==> src/rtl/dbl_dac_pkg.sv <==
package dbl_dac_pkg;
    typedef enum logic {
        MODE_PAR = 1'b0,
        MODE_SER = 1'b1
    } load_mode_e;
endpackage

==> src/rtl/dbl_dac_serial_rx.sv <==
module dbl_dac_serial_rx #(
    parameter int CODE_W  = 14,
    parameter int FRAME_W = 16
) (
    input  logic              clk,
    input  logic              rst_n,
    input  logic              ser_en,
    input  logic              sclk,
    input  logic              sync_n,
    input  logic              sdata,
    output logic              frame_done,
    output logic [CODE_W-1:0] frame_code
);
    localparam int CNT_W = $clog2(FRAME_W + 1);
    localparam logic [CNT_W-1:0] LAST_BIT = CNT_W'(FRAME_W - 1);
    localparam logic [CNT_W-1:0] FULL_CNT = CNT_W'(FRAME_W);

    typedef struct packed {
        logic              sclk_q;
        logic [CNT_W-1:0]  cnt;
        logic [CODE_W-1:0] shreg;
        logic              done;
    } rx_state_t;

    rx_state_t s_d, s_q;

    always_comb begin
        s_d        = s_q;
        s_d.sclk_q = sclk;
        s_d.done   = 1'b0;
        if (!ser_en || sync_n) begin
            s_d.cnt = '0;
        end else if (s_q.sclk_q && !sclk && (s_q.cnt != FULL_CNT)) begin
            // leading bits fall out of the top of the shifter
            s_d.shreg = {s_q.shreg[CODE_W-2:0], sdata};
            s_d.cnt   = s_q.cnt + 1'b1;
            if (s_q.cnt == LAST_BIT) begin
                s_d.done = 1'b1;
            end
        end
    end

    always_ff @(posedge clk or negedge rst_n) begin
        if (!rst_n) begin
            s_q <= '{sclk_q: 1'b1, cnt: '0, shreg: '0, done: 1'b0};
        end else begin
            s_q <= s_d;
        end
    end

    assign frame_done = s_q.done;
    assign frame_code = s_q.shreg;
endmodule

==> src/rtl/dbl_dac_stage_reg.sv <==
module dbl_dac_stage_reg #(
    parameter int CODE_W = 14
) (
    input  logic              clk,
    input  logic              rst_n,
    input  logic              par_open,
    input  logic [CODE_W-1:0] par_data,
    input  logic              ser_done,
    input  logic [CODE_W-1:0] ser_code,
    output logic [CODE_W-1:0] stage_code
);
    typedef struct packed {
        logic [CODE_W-1:0] code;
    } stage_t;

    stage_t st_d, st_q;

    always_comb begin
        st_d = st_q;
        if (par_open) begin
            st_d.code = par_data;
        end else if (ser_done) begin
            st_d.code = ser_code;
        end
    end

    always_ff @(posedge clk or negedge rst_n) begin
        if (!rst_n) begin
            st_q <= '0;
        end else begin
            st_q <= st_d;
        end
    end

    assign stage_code = st_q.code;
endmodule

==> src/rtl/dbl_dac_out_reg.sv <==
module dbl_dac_out_reg #(
    parameter int CODE_W = 14
) (
    input  logic              clk,
    input  logic              rst_n,
    input  logic              ldac_n,
    input  logic              par_open,
    input  logic [CODE_W-1:0] stage_code,
    output logic [CODE_W-1:0] out_code,
    output logic              out_upd
);
    typedef struct packed {
        logic [CODE_W-1:0] code;
        logic              upd;
    } out_t;

    out_t o_d, o_q;
    logic follow;

    always_comb begin
        // interlock: never open while the staging register is open
        follow = !ldac_n && !par_open;
        o_d    = o_q;
        if (follow) begin
            o_d.code = stage_code;
        end
        o_d.upd = (o_d.code != o_q.code);
    end

    always_ff @(posedge clk or negedge rst_n) begin
        if (!rst_n) begin
            o_q <= '0;
        end else begin
            o_q <= o_d;
        end
    end

    assign out_code = o_q.code;
    assign out_upd  = o_q.upd;
endmodule

==> src/rtl/dbl_dac_front.sv <==
module dbl_dac_front #(
    parameter int CODE_W  = 14,
    parameter int FRAME_W = 16
) (
    input  logic              clk,
    input  logic              rst_n,
    input  logic              mode_ser,
    input  logic              cs_n,
    input  logic              wr_n,
    input  logic [CODE_W-1:0] par_data,
    input  logic              sclk,
    input  logic              sync_n,
    input  logic              sdata,
    input  logic              ldac_n,
    output logic [CODE_W-1:0] dac_code,
    output logic              dac_upd
);
    import dbl_dac_pkg::*;

    load_mode_e        mode;
    logic              par_open;
    logic              ser_en;
    logic              ser_done;
    logic [CODE_W-1:0] ser_code;
    logic [CODE_W-1:0] in_code;

    assign mode     = load_mode_e'(mode_ser);
    assign par_open = (mode == MODE_PAR) && !cs_n && !wr_n;
    assign ser_en   = (mode == MODE_SER);

    dbl_dac_serial_rx #(.CODE_W(CODE_W), .FRAME_W(FRAME_W)) i_rx (
        .clk        (clk),
        .rst_n      (rst_n),
        .ser_en     (ser_en),
        .sclk       (sclk),
        .sync_n     (sync_n),
        .sdata      (sdata),
        .frame_done (ser_done),
        .frame_code (ser_code)
    );

    dbl_dac_stage_reg #(.CODE_W(CODE_W)) i_stage (
        .clk        (clk),
        .rst_n      (rst_n),
        .par_open   (par_open),
        .par_data   (par_data),
        .ser_done   (ser_done),
        .ser_code   (ser_code),
        .stage_code (in_code)
    );

    dbl_dac_out_reg #(.CODE_W(CODE_W)) i_out (
        .clk        (clk),
        .rst_n      (rst_n),
        .ldac_n     (ldac_n),
        .par_open   (par_open),
        .stage_code (in_code),
        .out_code   (dac_code),
        .out_upd    (dac_upd)
    );
endmodule

==> config.mk <==
export PLATFORM = sky130hd
export DESIGN_NAME = dbl_dac_front
export DESIGN_NICKNAME = d
export VERILOG_FILES = /design/src/rtl/dbl_dac_pkg.sv /design/src/rtl/dbl_dac_serial_rx.sv /design/src/rtl/dbl_dac_stage_reg.sv /design/src/rtl/dbl_dac_out_reg.sv /design/src/rtl/dbl_dac_front.sv
export SDC_FILE = /design/constraint.sdc
export NUM_CORES = 1
export LEC_CHECK = 0
export BUFFER_PORTS_ARGS = -buffer_cell sky130_fd_sc_hd__buf_2
export CAP_MARGIN = 10
export CORE_MARGIN = 1.5
export CORE_UTILIZATION = 45
export DETAILED_ROUTE_END_ITERATION = 8
export GPL_ROUTABILITY_DRIVEN = 0
export HOLD_SLACK_MARGIN = 0.02
export PLACE_DENSITY = 0.66
export RECOVER_POWER = 50
export SETUP_SLACK_MARGIN = 0.5
export SLEW_MARGIN = 20
export SYNTH_ARGS = -nofsm -noshare
export SYNTH_HDL_FRONTEND = slang
export SYNTH_SLANG_ARGS = --single-unit
==> constraint.sdc <==
create_clock -name clk -period 3.74 [get_ports clk]
set_clock_uncertainty 0.15 [all_clocks]
set_input_delay 0.374 -clock clk [delete_from_list [all_inputs] [get_ports clk]]
set_output_delay 0.374 -clock clk [all_outputs]
set_load 0.01 [all_outputs]
==> reports/metrics.yaml <==
logic_synthesis:
  synthTopCellsByArea: "dfrtp_1 (53%), mux2_2 (8.8%), mux2i_1 (6.5%), mux2_4 (5.9%), xnor2_1 (4.6%)"
  syn-num-nets: 201
  synth_top_flop_cell: "dfrtp_1"
  syn_area_sq_um: 2300
  yosysTopAreaCell: "dfrtp_1"
  yosysWarnings: 0
  syn_inst: 175
  syn_avg_cell_area_sq_um: 13.1
  synth_most_common_cell: "dfrtp_1"
  yosys-top-cells-count: "dfrtp_1 (49), nor2_1 (19), mux2_2 (18)"
  ys_ff_latch: 50
  synth_cell_type_count: 30
  synth_edf_count: 0
  async_reset_ff_frac: 1.00
  synthDominantCellAreaShare: 0.534
  seq_area_frac_synth: 0.546
job:
  timing.max_cap.violations: 0
clocking:
  cts.sinks: 50
  htree_levels: 2
  cts_root_buf: "clkbuf_8"
  clockBufferDepth: 2
  cts_made_buffers: 5
  path_clk_slew_ns: 0.09
  cts_tree: "built"
  clock_latency_ns: 0.30
timing:
  post-route-min-period_ns: 2.38
  rsz0062_at_grt: "false"
  max_freq_mhz: 420
  tns_ns: 0
  slew_headroom: 0.190
  slew_violations: 0
  setup_viol: 0
  min_period_over_period: 0.637
  worst_pin_slew_ns: 1.22
  hold_violations: 0
placement:
  io_buffers: 37
  dp_hpwl_microns: 2670
routing:
  wl_microns: 3850
  drtAntennaViolNets: 0
  vias_per_cell: 4.89
  num_vias: 1375
  drc: 0
  wl_per_cell_microns: 13.7
  firstDrtPassIters: 4
  drt-initial-drc-count: 44
die:
  dieArea_sq_um: 5540
  die_w_microns: 74.4
  initial_core_util: 0.477
  die_h_microns: 74.4
  rows: 25
  core_sq_um: 4820
  ioPinCount: 38
global_route:
  grt_pass1_vias: 1304
  globalRouteOverflowTotal: 0
  grt_first_pass_wirelength_microns: 6160
  grt_use_total: 0.150
  grt_antenna_before_repair: 0
  grt_max_degree: 51
finish:
  fin_nets: 239
  nFillCells: 440
  diodes: 0
  layout-drive-gt1-share: 0.332
  final_util: 0.540
  regArea_sq_um: 1250
  syn_to_final_growth_pct: 13.2
  multi_input_area_sq_um: 958
min_path:
  worstHoldPathType: "in2reg"
critical_path:
  cp-end-kind: "register"
  cp.required_ns: 3.78
  criticalPathCategory: "in2reg"
  crit_arrival_ns: 2.43
  crit_fanout: 15
  crit_path_start_kind: "input pin"
pwr:
  max-vdd-ir-drop_mv: 0.216
  leakage_nw: 1.10
  p_per_area_nw_per_um2: 477
run_status:
  status: "finished clean"
worst paths after layout:
kind	startpoint	end	slack, ns	cells past startpoint
worst max-delay path	sclk	i_rx.frame_code[10]	1.36	6
worst min-delay path	sdata	i_rx.frame_code[0]	0.14	2
worst max register to register	i_rx.s_q[20]	i_rx.frame_code[10]	1.54	4
worst min register to register	i_rx.frame_code[13]	i_rx.frame_code[13]	0.38	1
max in group asynchronous	rst_n	i_stage.stage_code[6]	2.00	2
min in group asynchronous	rst_n	i_out.out_code[8]	0.71	2
where the power goes:
group	total (mW)	leakage, nW	switching (mW)	internal, mW
clock	0.310	0.0441	0.178	0.132
sequential	0.691	0.596	0.0715	0.620
combinational	0.240	0.457	0.101	0.139
total	1.24	1.10	0.351	0.890
routing by layer:
metal,share of wire,GRT usage,up-vias
li1,-,-,680
met1,0.48,0.195,664
met2,0.46,0.241,25
met3,0.038,0.0420,6
met4,0.014,0.0545,0
met5,0,0,-
worst max-delay path, cell delays in order:
cell and delay, ns:
dlygate4sd3_1 0.53, clkbuf_1 0.11, nor2b_1 0.29, o31a_4 0.24
nor2b_4 0.48, mux2_2 0.40
placed cells by master (no fill, tap or decap), types with 2 or more instances in the layout:
master | synthesis | routed
clkbuf_1 | 4 | 7
mux2_2 | 18 | 18
buf_2 | 1 | 29
dfrtp_1 | 49 | 49
inv_1 | 3 | 3
mux2i_1 | 15 | 15
a21oi_1 | 14 | 14
xnor2_1 | 12 | 12
ha_1 | 3 | 3
clkbuf_8 | 0 | 5
nand4_1 | 3 | 3
xor2_1 | 5 | 5
mux2_4 | 9 | 9
nor2_1 | 19 | 19
nor2b_1 | 2 | 2
dlygate4sd3_1 | 0 | 2
state kept, by name (all words and copies together) (netlist names):
signal,count
i_rx.frame_code,14
i_stage.stage_code,14
i_out.out_code,14
i_rx.frame_done,1
i_rx.s_q,6
i_out.out_upd,1
kinds of logic (layout without fill, tap and decap cells):
family | after synthesis | after routing | synth area share
mux | 43 | 43 | 0.217
buf+inv | 12 | 51 | 0.0371
compound gates | 18 | 18 | 0.0501
simple gates | 32 | 32 | 0.0687
flops | 50 | 50 | 0.546
fa+ha+maj | 3 | 3 | 0.0164
xor+xnor | 17 | 17 | 0.0648
what timing repair did:
action,in CTS,in global routing
buffers inserted,0,0
gates resized for setup,0,0
hold endpoints to repair,50,0
hold buffers,2,0
through the flow:
| step | hold slack, ns | instances | worst slack, ns | instance area, sq um | total power [mW] |
|---|---|---|---|---|---|
| final | 0.142 | 281 | 1.36 | 2600 | 1.24 |
| after global routing | 0.136 | 281 | 1.28 | 2600 | 1.31 |
| after CTS | 0.134 | 281 | 1.35 | 2610 | 1.26 |
| after detailed placement | 0.283 | 271 | 1.41 | 2500 | 0.950 |
| after global placement | 0.342 | 271 | 1.42 | 2500 | 0.944 |
| after floorplan | -0.0716 | 175 | 1.85 | 2300 | 0.859 |
layout make-up:
class | instances | share of cell area
timing repair buffer | 40 | 0.0784
clock buffer | 5 | 0.0265
inverter | 3 | 0.00433
sequential | 50 | 0.482
tap | 67 | 0.0322
multi-input combinational | 113 | 0.369
clock inverter | 3 | 0.00818
(Power assumes the default switching activity.)
